==> src/rtl/cfgio_gate_pkg.sv <==
package cfgio_gate_pkg;

  typedef enum logic [1:0] {
    KIND_NONE,
    KIND_AREG,
    KIND_CFG,
    KIND_IO
  } kind_e;

  typedef enum logic [1:0] {
    ST_IDLE,
    ST_BUSY,
    ST_RESP
  } state_e;

  localparam logic [1:0] SZ_BYTE = 2'd0;
  localparam logic [1:0] SZ_HALF = 2'd1;
  localparam logic [1:0] SZ_WORD = 2'd2;

  function automatic logic [31:0] size_mask(input logic [1:0] sz);
    case (sz)
      SZ_BYTE: size_mask = 32'h0000_00ff;
      SZ_HALF: size_mask = 32'h0000_ffff;
      default: size_mask = 32'hffff_ffff;
    endcase
  endfunction

endpackage

==> src/rtl/cfgio_gate_decode.sv <==
module cfgio_gate_decode
  import cfgio_gate_pkg::*;
#(
  parameter int unsigned    OFF_W    = 12,
  parameter logic [OFF_W-1:0] AREG_OFF = 'h064,
  parameter logic [OFF_W-1:0] CFG_OFF  = 'h068,
  parameter logic [OFF_W-1:0] IO_OFF   = 'h06C
) (
  input  logic [OFF_W-1:0] off_i,
  input  logic [1:0]       size_i,
  output kind_e            kind_o,
  output logic             legal_o
);

  logic [OFF_W-1:0] base;
  logic [1:0]       lo;
  logic             aligned;

  assign base = {off_i[OFF_W-1:2], 2'b00};
  assign lo   = off_i[1:0];

  // natural alignment inside a 4-byte window
  always_comb begin
    case (size_i)
      SZ_BYTE: aligned = 1'b1;
      SZ_HALF: aligned = ~lo[0];
      SZ_WORD: aligned = (lo == 2'b00);
      default: aligned = 1'b0;
    endcase
  end

  always_comb begin
    kind_o  = KIND_NONE;
    legal_o = 1'b0;
    if (base == AREG_OFF) begin
      kind_o  = KIND_AREG;
      legal_o = (size_i == SZ_WORD) && (lo == 2'b00);
    end else if (base == CFG_OFF) begin
      kind_o  = KIND_CFG;
      legal_o = aligned;
    end else if (base == IO_OFF) begin
      kind_o  = KIND_IO;
      legal_o = aligned;
    end
  end

endmodule

==> src/rtl/cfgio_gate_lane.sv <==
module cfgio_gate_lane #(
  parameter int unsigned DATA_W = 32
) (
  input  logic [DATA_W-1:0] data_i,
  input  logic [1:0]        size_i,
  input  logic              swap_i,
  output logic [DATA_W-1:0] data_o
);

  localparam int unsigned NB = DATA_W / 8;

  int nb;
  assign nb = 1 << size_i;

  for (genvar gi = 0; gi < NB; gi++) begin : g_lane
    logic [7:0] b;
    always_comb begin
      b = 8'h00;
      if (gi < nb) begin
        if (!swap_i) begin
          b = data_i[gi*8 +: 8];
        end else begin
          for (int j = 0; j < NB; j++) begin
            if (j == nb - 1 - gi) b = data_i[j*8 +: 8];
          end
        end
      end
    end
    assign data_o[gi*8 +: 8] = b;
  end

endmodule

==> src/rtl/cfgio_gate_ctrl.sv <==
module cfgio_gate_ctrl
  import cfgio_gate_pkg::*;
#(
  parameter int unsigned DATA_W = 32
) (
  input  logic              clk_i,
  input  logic              rst_ni,
  input  logic              req_i,
  input  logic              we_i,
  input  kind_e             kind_i,
  input  logic              legal_i,
  input  logic [DATA_W-1:0] areg_i,
  input  logic [DATA_W-1:0] dn_rd_i,
  input  logic              dn_ack_i,
  input  logic              dn_err_i,
  output logic              launch_o,
  output logic              areg_we_o,
  output logic              dn_req_o,
  output logic              rsp_o,
  output logic [DATA_W-1:0] rdata_o,
  output logic              err_o
);

  state_e            state_q;
  logic [DATA_W-1:0] rdata_q;
  logic              err_q;
  logic              accept;

  assign accept    = (state_q == ST_IDLE) && req_i;
  assign launch_o  = accept && legal_i && (kind_i != KIND_AREG);
  assign areg_we_o = accept && legal_i && (kind_i == KIND_AREG) && we_i;

  always_ff @(posedge clk_i or negedge rst_ni) begin
    if (!rst_ni) begin
      state_q <= ST_IDLE;
      rdata_q <= '0;
      err_q   <= 1'b0;
    end else begin
      case (state_q)
        ST_IDLE: begin
          if (req_i) begin
            if (!legal_i) begin
              state_q <= ST_RESP;
              rdata_q <= '0;
              err_q   <= 1'b1;
            end else if (kind_i == KIND_AREG) begin
              state_q <= ST_RESP;
              rdata_q <= we_i ? '0 : areg_i;
              err_q   <= 1'b0;
            end else begin
              state_q <= ST_BUSY;
            end
          end
        end
        ST_BUSY: begin
          if (dn_ack_i) begin
            state_q <= ST_RESP;
            rdata_q <= dn_rd_i;
            err_q   <= dn_err_i;
          end
        end
        default: state_q <= ST_IDLE;
      endcase
    end
  end

  assign dn_req_o = (state_q == ST_BUSY);
  assign rsp_o    = (state_q == ST_RESP);
  assign rdata_o  = rdata_q;
  assign err_o    = err_q;


  req_hold_chk: assert property (@(posedge clk_i) disable iff (!rst_ni)
    dn_req_o && !dn_ack_i |=> dn_req_o);


  rsp_after_ack_chk: assert property (@(posedge clk_i) disable iff (!rst_ni)
    dn_req_o && dn_ack_i |=> rsp_o && !dn_req_o);


  rsp_pulse_chk: assert property (@(posedge clk_i) disable iff (!rst_ni)
    rsp_o |=> !rsp_o);


  launch_legal_chk: assert property (@(posedge clk_i) disable iff (!rst_ni)
    $rose(dn_req_o) |-> $past(legal_i));


  reject_zero_chk: assert property (@(posedge clk_i) disable iff (!rst_ni)
    rsp_o && err_o && !$past(dn_req_o) |-> rdata_o == '0);

endmodule

==> src/rtl/cfgio_gate.sv <==
module cfgio_gate
  import cfgio_gate_pkg::*;
#(
  parameter int unsigned      OFF_W     = 12,
  parameter int unsigned      DATA_W    = 32,
  parameter int unsigned      IO_ADDR_W = 16,
  parameter logic [OFF_W-1:0] AREG_OFF  = 'h064,
  parameter logic [OFF_W-1:0] CFG_OFF   = 'h068,
  parameter logic [OFF_W-1:0] IO_OFF    = 'h06C
) (
  input  logic              clk_i,
  input  logic              rst_ni,
  input  logic              req_i,
  input  logic              we_i,
  input  logic [OFF_W-1:0]  off_i,
  input  logic [1:0]        size_i,
  input  logic [DATA_W-1:0] wdata_i,
  output logic              rsp_o,
  output logic [DATA_W-1:0] rdata_o,
  output logic              err_o,
  output logic              dn_req_o,
  output logic              dn_space_o,
  output logic              dn_we_o,
  output logic [1:0]        dn_size_o,
  output logic [DATA_W-1:0] dn_addr_o,
  output logic [DATA_W-1:0] dn_wdata_o,
  input  logic              dn_ack_i,
  input  logic              dn_err_i,
  input  logic [DATA_W-1:0] dn_rdata_i
);

  localparam int unsigned IO_PAD_W = DATA_W - IO_ADDR_W;

  kind_e             kind;
  logic              legal;
  logic              launch;
  logic              areg_we;
  logic [DATA_W-1:0] areg_q;
  logic [DATA_W-1:0] wr_lane;
  logic [DATA_W-1:0] rd_lane;
  logic [DATA_W-1:0] next_addr;
  logic              is_io;

  cfgio_gate_decode #(
    .OFF_W   (OFF_W),
    .AREG_OFF(AREG_OFF),
    .CFG_OFF (CFG_OFF),
    .IO_OFF  (IO_OFF)
  ) decode_i (
    .off_i  (off_i),
    .size_i (size_i),
    .kind_o (kind),
    .legal_o(legal)
  );

  assign is_io = (kind == KIND_IO);

  // IO port address ignores the window offset bits
  assign next_addr = is_io ? {{IO_PAD_W{1'b0}}, areg_q[IO_ADDR_W-1:0]}
                           : (areg_q | {{(DATA_W-2){1'b0}}, off_i[1:0]});

  cfgio_gate_lane #(.DATA_W(DATA_W)) wr_lane_i (
    .data_i(wdata_i),
    .size_i(size_i),
    .swap_i(is_io),
    .data_o(wr_lane)
  );

  cfgio_gate_lane #(.DATA_W(DATA_W)) rd_lane_i (
    .data_i(dn_rdata_i),
    .size_i(dn_size_o),
    .swap_i(dn_space_o),
    .data_o(rd_lane)
  );

  cfgio_gate_ctrl #(.DATA_W(DATA_W)) ctrl_i (
    .clk_i    (clk_i),
    .rst_ni   (rst_ni),
    .req_i    (req_i),
    .we_i     (we_i),
    .kind_i   (kind),
    .legal_i  (legal),
    .areg_i   (areg_q),
    .dn_rd_i  (rd_lane),
    .dn_ack_i (dn_ack_i),
    .dn_err_i (dn_err_i),
    .launch_o (launch),
    .areg_we_o(areg_we),
    .dn_req_o (dn_req_o),
    .rsp_o    (rsp_o),
    .rdata_o  (rdata_o),
    .err_o    (err_o)
  );

  always_ff @(posedge clk_i or negedge rst_ni) begin
    if (!rst_ni) begin
      areg_q <= '0;
    end else if (areg_we) begin
      areg_q <= wdata_i;
    end
  end

  always_ff @(posedge clk_i or negedge rst_ni) begin
    if (!rst_ni) begin
      dn_space_o <= 1'b0;
      dn_we_o    <= 1'b0;
      dn_size_o  <= SZ_BYTE;
      dn_addr_o  <= '0;
      dn_wdata_o <= '0;
    end else if (launch) begin
      dn_space_o <= is_io;
      dn_we_o    <= we_i;
      dn_size_o  <= size_i;
      dn_addr_o  <= next_addr;
      dn_wdata_o <= we_i ? wr_lane : '0;
    end
  end


  dn_fields_stable_chk: assert property (@(posedge clk_i) disable iff (!rst_ni)
    dn_req_o && !dn_ack_i |=> $stable(dn_addr_o) && $stable(dn_wdata_o) && $stable(dn_size_o));


  io_addr_narrow_chk: assert property (@(posedge clk_i) disable iff (!rst_ni)
    dn_req_o && dn_space_o |-> dn_addr_o[DATA_W-1:IO_ADDR_W] == '0);


  areg_write_only_chk: assert property (@(posedge clk_i) disable iff (!rst_ni)
    !$stable(areg_q) |-> $past(req_i && we_i && rsp_o == 1'b0 && dn_req_o == 1'b0 &&
                               off_i == AREG_OFF && size_i == SZ_WORD));

endmodule

==> config.mk <==
export PLATFORM = sky130hd
export DESIGN_NAME = cfgio_gate
export DESIGN_NICKNAME = d
export VERILOG_FILES = /design/src/rtl/cfgio_gate_pkg.sv /design/src/rtl/cfgio_gate_decode.sv /design/src/rtl/cfgio_gate_lane.sv /design/src/rtl/cfgio_gate_ctrl.sv /design/src/rtl/cfgio_gate.sv
export SDC_FILE = /design/constraint.sdc
export NUM_CORES = 1
export LEC_CHECK = 0
export ABC_AREA = 1
export ABC_CLOCK_PERIOD_IN_PS = 2800
export BUFFER_PORTS_ARGS = -buffer_cell sky130_fd_sc_hd__buf_4
export CAP_MARGIN = 20
export CORE_AREA = 2 2 152 154
export CTS_BUF_LIST = sky130_fd_sc_hd__clkbuf_2
export DETAILED_ROUTE_END_ITERATION = 10
export DIE_AREA = 0 0 154 156
export GPL_ROUTABILITY_DRIVEN = 0
export GPL_TIMING_DRIVEN = 0
export PLACE_DENSITY_LB_ADDON = 0.1
export SYNTH_ARGS = -nofsm -noshare
export SYNTH_HDL_FRONTEND = slang
export SYNTH_HIERARCHICAL = 1
export SYNTH_SLANG_ARGS = --single-unit
==> constraint.sdc <==
create_clock -name clk_i -period 2.8 [get_ports clk_i]
set_clock_uncertainty 0.05 [all_clocks]
set_input_delay 0.42 -clock clk_i [delete_from_list [all_inputs] [get_ports clk_i]]
set_output_delay 0.42 -clock clk_i [all_outputs]
set_load 0.02 [all_outputs]
* Word-level counts from Yosys, hierarchy flattened
Index checks and enable logic that the tools add are counted.
** Storage, ports and cells
- Flip-flop bits (word level) :: 135
- Input port bits :: 84
- Output and inout port bits :: 103
- Logic and storage cells :: 159
** Cells by class
- Add/subtract/negate cells :: 8
- $lt $le $gt $ge :: 8
- Equality and inequality tests :: 37
- Shift-type cells :: 2
- Muxes and demuxes :: 73
- Bitwise gates (word level) :: 2
- Reduce and logical (&&, ||, !) cells :: 20
** Operators by type and width (count)
- 3-bit by 32-bit == test with 1-bit output (first input constant) :: 16
- 8-bit 2-to-1 mux :: 48
- 2-bit by 32-bit == test with 1-bit output (first input constant) :: 8
- 32-bit logical NOT :: 8
- 32-bit 2-to-1 mux :: 7
- 3-bit by 32-bit less-than comparator with 1-bit output (first input constant) :: 4
- 32-bit by 2-bit subtractor with 32-bit output (second input constant) :: 4
- 32-bit by 3-bit subtractor with 32-bit output (second input constant) :: 4
- 1-bit by 32-bit less-than comparator with 1-bit output (first input constant) :: 2
- 2-bit by 32-bit less-than comparator with 1-bit output (first input constant) :: 2
- 32-bit case mux with 2 select lines :: 1
- 1-bit by 2-bit left shift with 32-bit output (first input constant) :: 2
- 32-bit by 2-bit OR with 32-bit output :: 1
- 10-bit by 5-bit == test with 1-bit output (second input constant) :: 3
- 2-bit 2-to-1 mux :: 7
- 1-bit 2-to-1 mux :: 7
- 2-bit by 1-bit == test with 1-bit output (second input constant) :: 3
- 2-bit == test (second input constant) :: 3
- 1-bit logical AND :: 6
- 2-bit logical NOT :: 3
- 2-bit by 1-bit != test with 1-bit output (second input constant) :: 2
- 2-bit case mux with 2 select lines :: 1
- 4-bit AND reduction :: 1
- 3-bit != test (second input constant) :: 1
- 6 further kinds :: 6

* Depth between registers and ports, before layout
Gate-level depths: netlist of run 1.
- Depth after elaboration :: 12
- Mapped depth :: 20
- Depth with buffers taken out :: 18

* Hierarchy
Netlist of run 1, hierarchy kept.
** Modules (own cells, without submodules)
- cfgio_gate :: times used 1, cells an instance 398, area each 3784.9 um^2
- cfgio_gate_ctrl :: times used 1, cells an instance 269, area each 1839.3 um^2
- cfgio_gate_lane at rd_lane_i :: times used 1, cells an instance 295, area each 1647.8 um^2
- cfgio_gate_lane at wr_lane_i :: times used 1, cells an instance 294, area each 1471.4 um^2
- cfgio_gate_decode :: times used 1, cells an instance 25, area each 103.8 um^2

* Least setup slack after synthesis of run 1
Ideal clock, no wire load.
- Path type :: reg2reg
- From :: reg dn_size_o[0]
- To :: reg ctrl_i.rdata_q[20] (netlist: ctrl_i/rdata_o[20])
- Setup time :: 0.116 ns
- Arrival :: 2.699 ns
- Setup slack :: -0.065 ns
- Stages on the path, launching flop included :: 20
- Path buffers :: 2
- Clock period less this slack :: 2.865 ns
- Path through :: dfrtp_1 > inv_1 > ha_1 > nor2_2 > nand2_4 > buf_4 > ha_1 > inv_1 > nand2_1 > nor2_8 > nand3_4 > buf_6 > o21ai_2 > inv_1 > a21oi_1 > nor2_1 > nand2_1 > nand2_1 > nand2_1 > nand2_1
** On the way
- Cells in the longest elaborated chain, start to end :: 12
- Elaborated cells on any way between the ends :: 16
- Those cells by class :: add/sub: 2; order compare: 1; eq/ne: 3; shift: 1; mux: 8; reduce/logical: 1
** RTL lines
- start, declared :: line cfgio_gate.sv:24 : output logic [1:0] dn_size_o,
- start signal, assigned :: line cfgio_gate.sv:113 : dn_size_o <= size_i;
- 1-bit by 2-bit left shift with 32-bit output (*) :: line cfgio_gate_lane.sv:13 : assign nb = 1 << size_i;
- 32-bit by 2-bit subtractor with 32-bit output :: line cfgio_gate_lane.sv:24 : if (j == nb - 1 - gi) b = data_i[j*8 +: 8];
- 32-bit by 3-bit subtractor with 32-bit output :: line cfgio_gate_lane.sv:24
- 32-bit logical NOT :: line cfgio_gate_lane.sv:24
- 8-bit 2-to-1 mux (4 in series) :: line cfgio_gate_lane.sv:24
- 8-bit 2-to-1 mux :: line cfgio_gate_lane.sv:20 : if (!swap_i) begin
- 8-bit 2-to-1 mux (*) :: line cfgio_gate_lane.sv:19 : if (gi < nb) begin
- net rd_lane[20] :: line cfgio_gate.sv:40 : logic [DATA_W-1:0] rd_lane;
- 32-bit 2-to-1 mux (*) :: line cfgio_gate_ctrl.sv:56 : if (dn_ack_i) begin
- 32-bit case mux with 2 select lines (*) :: line cfgio_gate_ctrl.sv:39 : case (state_q)
- end signal, assigned :: line cfgio_gate_ctrl.sv:48 : rdata_q <= we_i ? '0 : areg_i;
- end signal, assigned :: line cfgio_gate_ctrl.sv:58 : rdata_q <= dn_rd_i;
- end, declared :: line cfgio_gate_ctrl.sv:25 : logic [DATA_W-1:0] rdata_q;
Mark *: on every way through the listed nets, which the timed path passes. The rest lies on a longest branch. The select of a mux whose other input is x is not followed.
A chain may end at the register's enable or synchronous reset.

* Final worst setup path of run 1
- From :: reg dn_size_o[0]
- To :: reg ctrl_i.rdata_q[22] (netlist: ctrl_i/rdata_o[22])
Same word-level chain as after synthesis.

==> metrics.md, run 1 <==
| Metric | Value |
|---|---|
| Logic pwr share | between 10% and 20% |
| Final Power | between 3 and 4 mW |
| GR Overflow Total | 0 |
| Final setup viols | 0 |
| Row Count | 55 |
| Max Fclk | between 300 and 400 MHz |
| Critical path class | flip-flop to flip-flop |
| Drt total wl | 33.0 mm |
| Int Pwr | around 2.5 mW |
| Max-cap violation count | 0 |
| Synth unique cells | 45 |
| Multi-input gate area | approximately 4600 sq um |
| Synth Area in Compound Gates | roughly 18% |
| # nets final | roughly 1,600 |
| Sequential Power Share | a little over half |
| Crit. End Element | flip-flop |
| Syn Nets | approximately 1,400 |
| Drt first pass iters | 7 |
| Post-Synth Simple-Gate Area | 30.0% |
| Fillers | roughly 2,300 |
| Worst Path Max Fanout | 7 |
| Sw Share | between 30% and 40% |
| Clock-pin transition on the worst setup and hold timing paths | between 200 and 300 ps |
| DRT iter0 DRCs | between 1,000 and 1,500 |
| Clk_lat worst skew | between 700 and 800 ps |
| Clock Power Share | 31.5% |
| Post-route clock period utilization | a little over nine tenths |
| # clock sinks | 135 |
| Number of flops mapped to enable cells by yosys | 0 |
| Htree depth | 4 |
| Worst-margin pin slew | roughly 600 ps |
| Post-DP HPWL | between 20 and 25 mm |
| Synth top cells by count | nand2_1, dfrtp_1, inv_1 |
| Setup_tns | 0 ps |
| Mean Syn Cell Area | between 6 and 7 sq um |
| Syn. warnings | 6 |
| Post-synthesis mux area share | less than 1% |
| Dominant synthesized flop cell | dfrtp_1 |
| Top-count cell post-synth | nand2_1 |
| Starting Density | just under 40% |
| Sequential cell area | 3380 sq um |
| Port buffer count | ~190 |
| Final core occ | 51.5% |
| CP Data Required Time | ~3500 ps |
| Largest family of logic cells by synthesized area | simple AND/OR/NAND/NOR gates |
| Die X | ~150 um |
| IO Pins | 187 |
| Share of the synthesized area in the top cell type | a little under two fifths |
| Drt drc | 0 |
| Antenna viol nets, final | 0 |
| Placed inst area | ~11,000 sq um |
| Peak VDD IR | around 0.23 mV |
| Final instance area | roughly 12,000 sq um |
| Worst rel slew slack | approximately 60% |
| Register bit total from synthesis | roughly 140 |
| Max Slew Vio Count | 0 |
| Die ar. | around 24,000 sq um |
| Die Y | 156 um |
| Synth-to-Final Area Change | 30.3% |
| Sequential cell area fraction in the yosys report | about two fifths |
| HP Class | primary input to async pin |
| Post-route insts no fill | ~1,800 |
| Placed insts | between 1,500 and 2,000 |
| All-Layer GR Usage | a little over a quarter |
| Cell taking the most area after synthesis | dfrtp_1 |
| Cells after synthesis | ~1,300 |
| Startpoint Class | flip-flop |
| Mapped Area | 8850 sq um |
| Vias per cell | 5.22 |
| RSZ-0062 raised after global routing | no |
| Top cells by area, synth | dfrtp_1, nand2_1, o21ai_0, inv_1, nand3_1 |
| P per Cell Area | roughly 330 nW/um^2 |
| Largest net degree at the start of global routing | 92 |
| Routed len/inst | about 18 um |
| Worst endpoint data arrival time | between 3000 and 4000 ps |
| Core Box Area | 22,400 sq um |
| TritonCTS Buffers | 17 |
| Tmin final | around 2600 ps |
| Vias in the first global route | 8,959 |
| Fin. Hold Viols | 0 |
| Adder-cell share of the synthesized area | under 10% |
| LEAKAGE | 6.31 nW |
| Status | completed |
| First-pass GRT wire length | 50.1 mm |
| Synth Area in XOR/XNOR | 0% |
| CTS tree | done |
| Post-synth ARST share | 100% |
| Sw Pwr | 1.29 mW |
| Share of cells above drive strength 1 | a little under a quarter |
| Root buf cell | clkbuf_2 |
| Initial antenna violation count | 1 |
| Via count | just under 10,000 |
| Bufs on Longest Clock Path | 2 |
## metal layers
metal  up-vias  wire (um)  global-route usage, %
li1       4664          -                      -
met1      4406      14300                   37.1
met2       478      15200                   43.8
met3        56       2740                   4.53
met4         0        737                   7.39
met5         -          0                      0
## sequential cells by signal (all words and copies together) (netlist names)
signal          flops
dn_size_o           2
ctrl_i/err_o        1
dn_space_o          1
ctrl_i/rdata_o     32
ctrl_i/state_q      2
dn_wdata_o         32
dn_we_o             1
dn_addr_o          32
areg_q             32
## placed cells by master (no fill, tap or decap), types with 5 or more instances in the layout
cell type	instances
inv_1	124
and2_1	7
buf_2	34
o211ai_1	6
dfrtp_1	133
o21bai_1	6
a221oi_1	16
mux2i_1	5
clkbuf_1	14
clkbuf_2	19
buf_6	8
o22ai_1	16
a211oi_1	7
ha_1	10
nand2_1	416
nor2_2	6
o21ai_0	120
buf_4	208
nand3_1	88
nand2_4	6
dlygate4sd3_1	41
o21ai_1	41
nor2_4	7
nor2_1	74
a21oi_1	60
inv_2	17
ha_4	5
## final cells by class
class / instances / share of cell area [%]
diodes: 1 / 0.0217
plain buffers: 69 / 3.50
clock buffers: 17 / 0.738
clock inverters: 15 / 1.23
inverters: 147 / 4.84
multi-input cells: 928 / 40.0
flip-flops and latches: 135 / 29.3
well taps: 285 / 3.09
repair buffers: 244 / 17.3
## worst paths after layout
path,to,slack [ps],cells past startpoint,start
min in group clk_i,ctrl_i/rdata_o[1],100,7,dn_rdata_i[1]
setup / recovery,ctrl_i/rdata_o[22],150,19,dn_size_o[0]
hold / removal,ctrl_i/rdata_o[25],90,2,rst_ni
setup reg to reg,ctrl_i/rdata_o[22],150,19,dn_size_o[0]
hold reg to reg,dn_we_o,460,2,dn_we_o
max in group asynchronous,dn_size_o[0],1780,3,rst_ni
## cells by family after synthesis
| kind of cell | after synthesis |
|---|---|
| AND/OR/NAND/NOR | 623 |
| AO/OA/AOI/OAI | 283 |
| buffers and inverters | 218 |
| flip-flops | 135 |
| adder cells (fa/ha/maj) | 17 |
| multiplexers | 5 |
## per-stage QoR
stage | hold WS (ps) | setup WS, ps
2_1_floorplan | 74.4 | 43.3
3_3_place_gp | 417 | -352
3_5_place_dp | 337 | -389
4_1_cts | 48.0 | 0.858
5_1_grt | 15.8 | 12.9
6_report | 86.5 | 154
## critical path, stage by stage (launching register included)
cell       delay (ps)
dfrtp_2           540
buf_6             150
buf_4             130
ha_4              160
nor2_4            110
inv_2              60
ha_4              270
inv_4              30
nand2_4            80
nor2_8             50
nand3_4           130
clkbuf_16         160
nand2_1            50
nand2_1            50
nand2_1            50
a21oi_1           230
nand2_1           140
nand2_1            80
nand2_1            50
nand2_1            60
## power groups by stage
stage / combinational (mW) / clock, mW / sequential [mW]
after floorplan: 0.219 / 0 / 2.03
after global placement: 0.527 / 0 / 2.01
after detailed placement: 0.533 / 0 / 2.01
after CTS: 0.586 / 1.21 / 1.98
after global routing: 0.644 / 1.30 / 1.98
final: 0.599 / 1.18 / 1.98
## what timing repair did
action	4_1_cts	5_1_grt
buffers inserted	14	1
gates resized for setup	17	16
pin swaps	11	8
hold buffers	41	0
hold endpoints to repair	150	0
gates cloned	0	1
endpoints found under the setup margin	8	8
No activity file was read; power rests on OpenSTA's default activity.
==> run 2: changes to the inputs <==
--- a/config.mk
+++ b/config.mk
@@ -10,7 +10,7 @@
 export BUFFER_PORTS_ARGS = -buffer_cell sky130_fd_sc_hd__buf_4
 export CAP_MARGIN = 20
 export CORE_AREA = 2 2 152 154
-export CTS_BUF_LIST = sky130_fd_sc_hd__clkbuf_2
+export CTS_BUF_LIST = sky130_fd_sc_hd__clkbuf_4
 export DETAILED_ROUTE_END_ITERATION = 10
 export DIE_AREA = 0 0 154 156
 export GPL_ROUTABILITY_DRIVEN = 0
==> run 2 against run 1 <==
  * Clock-buffer cell count stayed put
  * Power is 1.8% higher
  * Fmax is 0.51% lower
  * First-iteration DRC count is 8.6% lower
  * Cell area is 2.6% lower
  * Combinational power is 7.2% lower
  * Critical path depth stayed put
  * Sequential share of layout area is 0.79 points higher
  * Register-to-register slack hardly changed
  * Critical endpoint is now ctrl_i/rdata_o[23]
  * Largest power group unchanged
==> metrics.md, run 2 (synthesis gave the netlist of run 1 again) <==
| Metric | Value |
|---|---|
| Worst Path Max Fanout | 7 |
| Largest net degree at the start of global routing | between 90 and 100 |
| Crit path top cell by count | nand2_1 |
| Synth-to-Final Area Change | 26.8% |
| PnR worst setup slack | 140 ps |
| Core Box Area | about 22,000 sq um |
| DRT iter0 DRCs | ~1,000 |
| LEAKAGE | between 6 and 7 nW |
| Sw Share | 33.4% |
| Sw Pwr | roughly 1.3 mW |
| RR Startpoint | dn_size_o[1] |
| CP cell instances | buf_12 -> ha_4 -> nor2_4 -> nand2_4 -> buf_6 -> ha_4 -> inv_4 -> nand2_4 -> nor2_8 -> nand2_2 -> nor2_4 -> nand2_1 -> nand3_1 -> a21oi_1 -> nor2_1 -> nand2_1 -> nand2_1 -> nand2_1 -> nand2_1 |
| Initial antenna violation count | 2 |
| Hold Crit Depth | 3 |
| Clock-pin transition on the worst setup and hold timing paths | approximately 140 ps |
| RSZ-0062 raised after global routing | no |
| # nets final | between 1,500 and 2,000 |
| Status | completed |
| Commonest cells after routing, fill and taps aside | nand2_1, buf_4, dfrtp_1 |
| Post-route clock period utilization | 95.0% |
| Crit. End Element | flip-flop |
| Crit path from | dn_size_o[1] |
| Max incr delay on CP | between 400 and 500 ps |
| Antenna viol nets, final | 0 |
| Peak VDD IR | approximately 0.20 mV |
| Int Pwr | 2.55 mW |
| Worst Setup EP | ctrl_i/rdata_o[23] |
| Worst Path Buf+Inv | 3 |
| Row Count | 55 |
| Logic pwr share | 14.5% |
| P per Cell Area | ~340 nW/um^2 |
| Drt drc | 0 |
| Startpoint Class | flip-flop |
| TritonCTS Buffers | 17 |
| Worst rel slew slack | ~60% |
| Starting Density | between 30% and 40% |
| Die X | 154 um |
| Routed len/inst | between 15 and 20 um |
| Clk_lat worst skew | 570 ps |
| Register-to-register setup slack | between 100 and 150 ps |
| Drt total wl | between 30 and 40 mm |
| R2R cell count | 19 |
| Sequential Power Share | roughly 52% |
| RR Endpoint | ctrl_i/rdata_o[23] |
| GR Overflow Total | 0 |
| Max-cap violation count | 0 |
| Dpl ws | -389 ps |
| Max Slew Vio Count | 0 |
| Port buffer count | 186 |
| Root buf cell | clkbuf_4 |
| Worst path top cell family by delay | simple AND/OR/NAND/NOR gates |
| Clock Power Share | about a third |
| Final core occ | between 50% and 60% |
| Worst hold margin | around 42 ps |
| Final Power | about 3.8 mW |
| Share of cells above drive strength 1 | a little under a quarter |
| Vias per cell | roughly 5.2 |
| Worst-margin pin slew | 621 ps |
| Worst path slowest cell | dfrtp_2 |
| Critical path class | flip-flop to flip-flop |
| Drt first pass iters | 5 |
| Die Y | around 160 um |
| Worst endpoint data arrival time | roughly 3100 ps |
| CP Data Required Time | around 3300 ps |
| CTS tree | done |
| Fin. Hold Viols | 0 |
| IO Pins | 187 |
| Most common cell after layout, fill and taps aside | nand2_1 |
| Max Fclk | 376 MHz |
| Htree depth | 4 |
| Die ar. | ~24,000 sq um |
| All-Layer GR Usage | 26.7% |
| Critical Path Stages | 19 |
| First-pass GRT wire length | ~50 mm |
| Tmin final | between 2000 and 3000 ps |
| Fillers | 2,285 |
| Bufs on Longest Clock Path | 2 |
| Final setup viols | 0 |
| Post-DP HPWL | 24.7 mm |
| Vias in the first global route | a little under 9,000 |
| Via count | between 9,000 and 10,000 |
| # clock sinks | around 140 |
| HP Class | primary input to flip-flop |
==> run 2: changes by cell type in the layout (fill, tap and decap cells not counted) <==
cell           before  now
buf_4             208  209
buf_6               8   10
ha_4                5    6
clkbuf_2           19    2
clkbuf_4            0   17
inv_2              17   18
inv_4               2    1
ha_2                2    1
diode_2             1    4
dlygate4sd3_1      41    2
==> run 2: per-stage QoR <==
step           std cells  setup TNS (ps)  instance area (sq um)
6_report            1808               0                  11200
3_3_place_gp        1752           -2440                  10600
4_1_cts             1800               0                  11100
2_1_floorplan       1281               0                   8850
5_1_grt             1807               0                  11200
3_5_place_dp        1753           -2770                  10600
==> run 2: power by group through the flow <==
stage,Clock (mW),Combinational (mW),Sequential (mW)
after floorplan,0,0.219,2.03
after global placement,0,0.527,2.01
after detailed placement,0,0.533,2.01
after CTS,1.33,0.541,1.97
after global routing,1.42,0.598,1.98
final,1.30,0.556,1.97
==> run 2: worst min-delay path by stage <==
stage	slack, ps	start	to
after detailed placement	340	rst_ni	ctrl_i/rdata_o[12]
after global placement	420	ctrl_i/rdata_o[13]	ctrl_i/rdata_o[13]
final	40	wdata_i[2]	areg_q[2]
after CTS	7	wdata_i[1]	areg_q[1]
after global routing	8	off_i[0]	dn_addr_o[0]
after floorplan	70	rst_ni	areg_q[0]
==> run 2: worst reg2reg max path, stage by stage, from the launching register on <==
cell	delay (ps)
dfrtp_2	490
buf_12	160
ha_4	160
nor2_4	140
nand2_4	60
buf_6	120
ha_4	230
inv_4	50
nand2_4	60
nor2_8	140
nand2_2	90
nor2_4	200
nand2_1	80
nand3_1	70
a21oi_1	60
nor2_1	160
nand2_1	100
nand2_1	70
nand2_1	60
nand2_1	60
==> run 2: what timing repair did <==
action / CTS / global route
hold buffers: 1 / 1
setup buffers: 15 / 2
cloned: 0 / 1
resized for setup: 17 / 17
setup endpoints to repair: 8 / 8
hold endpoints to repair: 44 / 1
pin swaps: 10 / 8
==> run 2: cell type report <==
| class | instances | area [sq um] | share of cell area (%) |
|---|---|---|---|
| clock buffers | 17 | 128 | 1.14 |
| diodes | 4 | 10.0 | 0.0892 |
| flip-flops and latches | 135 | 3380 | 30.1 |
| well taps | 285 | 357 | 3.18 |
| inverters | 147 | 556 | 4.95 |
| plain buffers | 70 | 414 | 3.69 |
| clock inverters | 15 | 141 | 1.26 |
| repair buffers | 207 | 1620 | 14.4 |
| multi-input cells | 928 | 4620 | 41.1 |
==> run 2: layer usage <==
| layer | up-vias | track usage [%] | wire [um] | part of all wire (%) |
|---|---|---|---|---|
| met5 | - | 0 | 0 | 0 |
| li1 | 4597 | - | - | - |
| met4 | 0 | 8.37 | 800 | 2.4 |
| met3 | 54 | 4.81 | 2740 | 8.4 |
| met1 | 4355 | 36.4 | 14300 | 44 |
| met2 | 454 | 43.3 | 14900 | 46 |
==> run 3: changes to the inputs <==
--- a/config.mk
+++ b/config.mk
@@ -10,12 +10,13 @@
 export BUFFER_PORTS_ARGS = -buffer_cell sky130_fd_sc_hd__buf_4
 export CAP_MARGIN = 20
 export CORE_AREA = 2 2 152 154
-export CTS_BUF_LIST = sky130_fd_sc_hd__clkbuf_4
 export DETAILED_ROUTE_END_ITERATION = 10
 export DIE_AREA = 0 0 154 156
 export GPL_ROUTABILITY_DRIVEN = 0
 export GPL_TIMING_DRIVEN = 0
+export HOLD_SLACK_MARGIN = 0.08
 export PLACE_DENSITY_LB_ADDON = 0.1
+export SLEW_MARGIN = 10
 export SYNTH_ARGS = -nofsm -noshare
 export SYNTH_HDL_FRONTEND = slang
 export SYNTH_HIERARCHICAL = 1
==> run 3 against run 2 <==
  * Via count up 0.75%
  * Clock power up 75%
  * Sequential power barely moved
  * Cell area rose by 2.8%
  * Non-clock buffer count is 1 higher
  * Critical path type unchanged
  * Largest power group is now the clock network
==> metrics.md, run 3 (synthesis gave the netlist of run 1 again) <==
| Metric | Value |
|---|---|
| Status | completed |
| IO Pins | 187 |
| Commonest cells after routing, fill and taps aside | nand2_1, buf_4, dfrtp_1 |
| Htree depth | 4 |
| DRT iter0 DRCs | ~980 |
| Vias per cell | 5.28 |
| Crit path top cell by count | nand2_1 |
| Synth-to-Final Area Change | 30.4% |
| # nets final | 1,608 |
| Most common cell after layout, fill and taps aside | nand2_1 |
| Die Y | ~160 um |
| Worst path slowest cell | dfrtp_2 |
| Worst path top cell family by delay | simple AND/OR/NAND/NOR gates |
| Largest net degree at the start of global routing | 78 |
| Peak VDD IR | between 0.2 and 0.3 mV |
| Fillers | about 2,300 |
| PnR worst setup slack | roughly 140 ps |
| GR Overflow Total | 0 |
| RR Startpoint | dn_size_o[1] |
| Die X | ~150 um |
| All-Layer GR Usage | 26.9% |
| Final Power | just under 5 mW |
| Worst Path Max Fanout | 7 |
| Worst Path Buf+Inv | 6 |
| Starting Density | around two fifths |
| # clock sinks | between 100 and 150 |
| Int Pwr | 3.43 mW |
| Drt drc | 0 |
| Crit path from | dn_size_o[1] |
| Final instance area | between 10,000 and 15,000 sq um |
| Final setup viols | 0 |
| Drt total wl | ~33 mm |
| RR Endpoint | ctrl_i/rdata_o[21] |
| Clock Power Share | about 47% |
| Tmin final | 2660 ps |
| Die ar. | between 20,000 and 25,000 sq um |
| CP Data Required Time | a little over 3000 ps |
| R2R cell count | 19 |
| Post-route clock period utilization | a little over nine tenths |
| Critical path class | flip-flop to flip-flop |
| Via count | 9,531 |
| RSZ-0062 raised after global routing | no |
| Clk_lat worst skew | 430 ps |
| Sw Pwr | approximately 1.4 mW |
| P per Cell Area | between 400 and 500 nW/um^2 |
| Placed inst area | roughly 11,000 sq um |
| Bufs on Longest Clock Path | 2 |
| TritonCTS Buffers | 17 |
| Max incr delay on CP | about 480 ps |
| Vias in the first global route | 9,032 |
| Fin. Hold Viols | 0 |
| Dpl ws | -384 ps |
| Crit. End Element | flip-flop |
| Initial antenna violation count | 1 |
| Register-to-register setup slack | about 140 ps |
| Row Count | 55 |
| Worst endpoint data arrival time | between 2000 and 3000 ps |
| Critical Path Stages | 19 |
| Sequential Power Share | between 40% and 50% |
| Startpoint Class | flip-flop |
| Sw Share | ~29% |
| CP cell instances | buf_6 -> buf_6 -> ha_4 -> nor2_4 -> inv_2 -> ha_4 -> inv_2 -> nand2_4 -> nor2_8 -> nand3_4 -> buf_8 -> o21ai_2 -> inv_1 -> a21oi_2 -> nor2_2 -> nand2_1 -> nand2_1 -> nand2_1 -> nand2_1 |
| CTS tree | done |
| Worst-margin pin slew | 583 ps |
| Logic pwr share | between 10% and 20% |
| LEAKAGE | 6.33 nW |
| Max Slew Vio Count | 0 |
| Setup_tns | 0 ps |
| Core Box Area | 22,400 sq um |
| Clock-pin transition on the worst setup and hold timing paths | 70 ps |
| Share of cells above drive strength 1 | a little under a quarter |
| Port buffer count | between 150 and 200 |
| Drt first pass iters | 5 |
| Max Fclk | about 380 MHz |
| Routed len/inst | ~18 um |
| Worst rel slew slack | 61.1% |
| Max-cap violation count | 0 |
| Worst Setup EP | ctrl_i/rdata_o[21] |
| Root buf cell | clkbuf_16 |
| Antenna viol nets, final | 0 |
| Post-DP HPWL | 24.7 mm |
| HP Class | primary input to flip-flop |
| First-pass GRT wire length | about 50 mm |
| Antenna diodes | 0 |
==> run 3: cell count changes in the layout (fill, tap and decap cells not counted), sizes merged, moves of 2 or more <==
cell	change
inv	+3
buf	+2
diode	-4
clkinvlp	-3
==> run 3: per-stage QoR <==
step           hold slack (ps)  utilization, %  cells
2_1_floorplan             74.4               -   1281
3_3_place_gp               417            47.4   1752
3_5_place_dp               391            47.5   1753
4_1_cts                    181            51.0   1802
5_1_grt                    203            51.6   1805
6_report                   190            51.6   1805
==> run 3: worst min-delay path by stage <==
stage	from	end	slack, ps	cells after the start
5_1_grt	off_i[1]	dn_addr_o[1]	200	3
6_report	wdata_i[2]	areg_q[2]	190	3
3_5_place_dp	rst_ni	ctrl_i/rdata_o[12]	390	1
2_1_floorplan	rst_ni	areg_q[0]	70	0
4_1_cts	wdata_i[2]	areg_q[2]	180	3
3_3_place_gp	ctrl_i/rdata_o[13]	ctrl_i/rdata_o[13]	420	2
==> run 3: area by class of cell <==
cell class / instances / area [sq um] / share of cell area, %
Tap cell: 285 / 357 / 3.09
Inverter: 147 / 553 / 4.79
Clock buffer: 17 / 425 / 3.69
Timing Repair Buffer: 209 / 1630 / 14.1
Clock inverter: 15 / 159 / 1.38
Buffer: 69 / 403 / 3.49
Multi-Input combinational cell: 928 / 4630 / 40.1
Sequential cell: 135 / 3380 / 29.3
==> run 3: worst reg2reg max path: cells and delay by family, from the launching register on <==
family / cells / cell delay [ps]
compound gates: 2 / 240
fa+ha+maj: 2 / 380
buf+inv: 6 / 630
flops: 1 / 480
simple gates: 9 / 810
==> run 3: per-layer routing <==
| layer | global-route usage (%) | part of all wire [%] | wire (um) | vias up |
|---|---|---|---|---|
| met2 | 42.2 | 45 | 14800 | 494 |
| met5 | 0 | 0.049 | 16 | - |
| met1 | 36.1 | 43 | 14200 | 4356 |
| met3 | 5.19 | 8.1 | 2680 | 79 |
| li1 | - | - | - | 4600 |
| met4 | 12.1 | 3.7 | 1220 | 2 |
==> run 3: power by group through the flow <==
stage	logic (mW)	clock network (mW)	registers [mW]
CTS	0.543	2.29	1.97
global placement	0.527	0	2.01
global route	0.598	2.39	1.98
finish	0.555	2.27	1.97
floorplan	0.219	0	2.03
detailed placement	0.534	0	2.01
==> run 3: timing repair <==
action	4_1_cts	5_1_grt
setup buffers	17	4
cloned	0	1
endpoints found under the hold margin	58	0
hold buffers	1	0
pin swaps	11	10
setup endpoints to repair	8	8
gates resized for setup	16	21
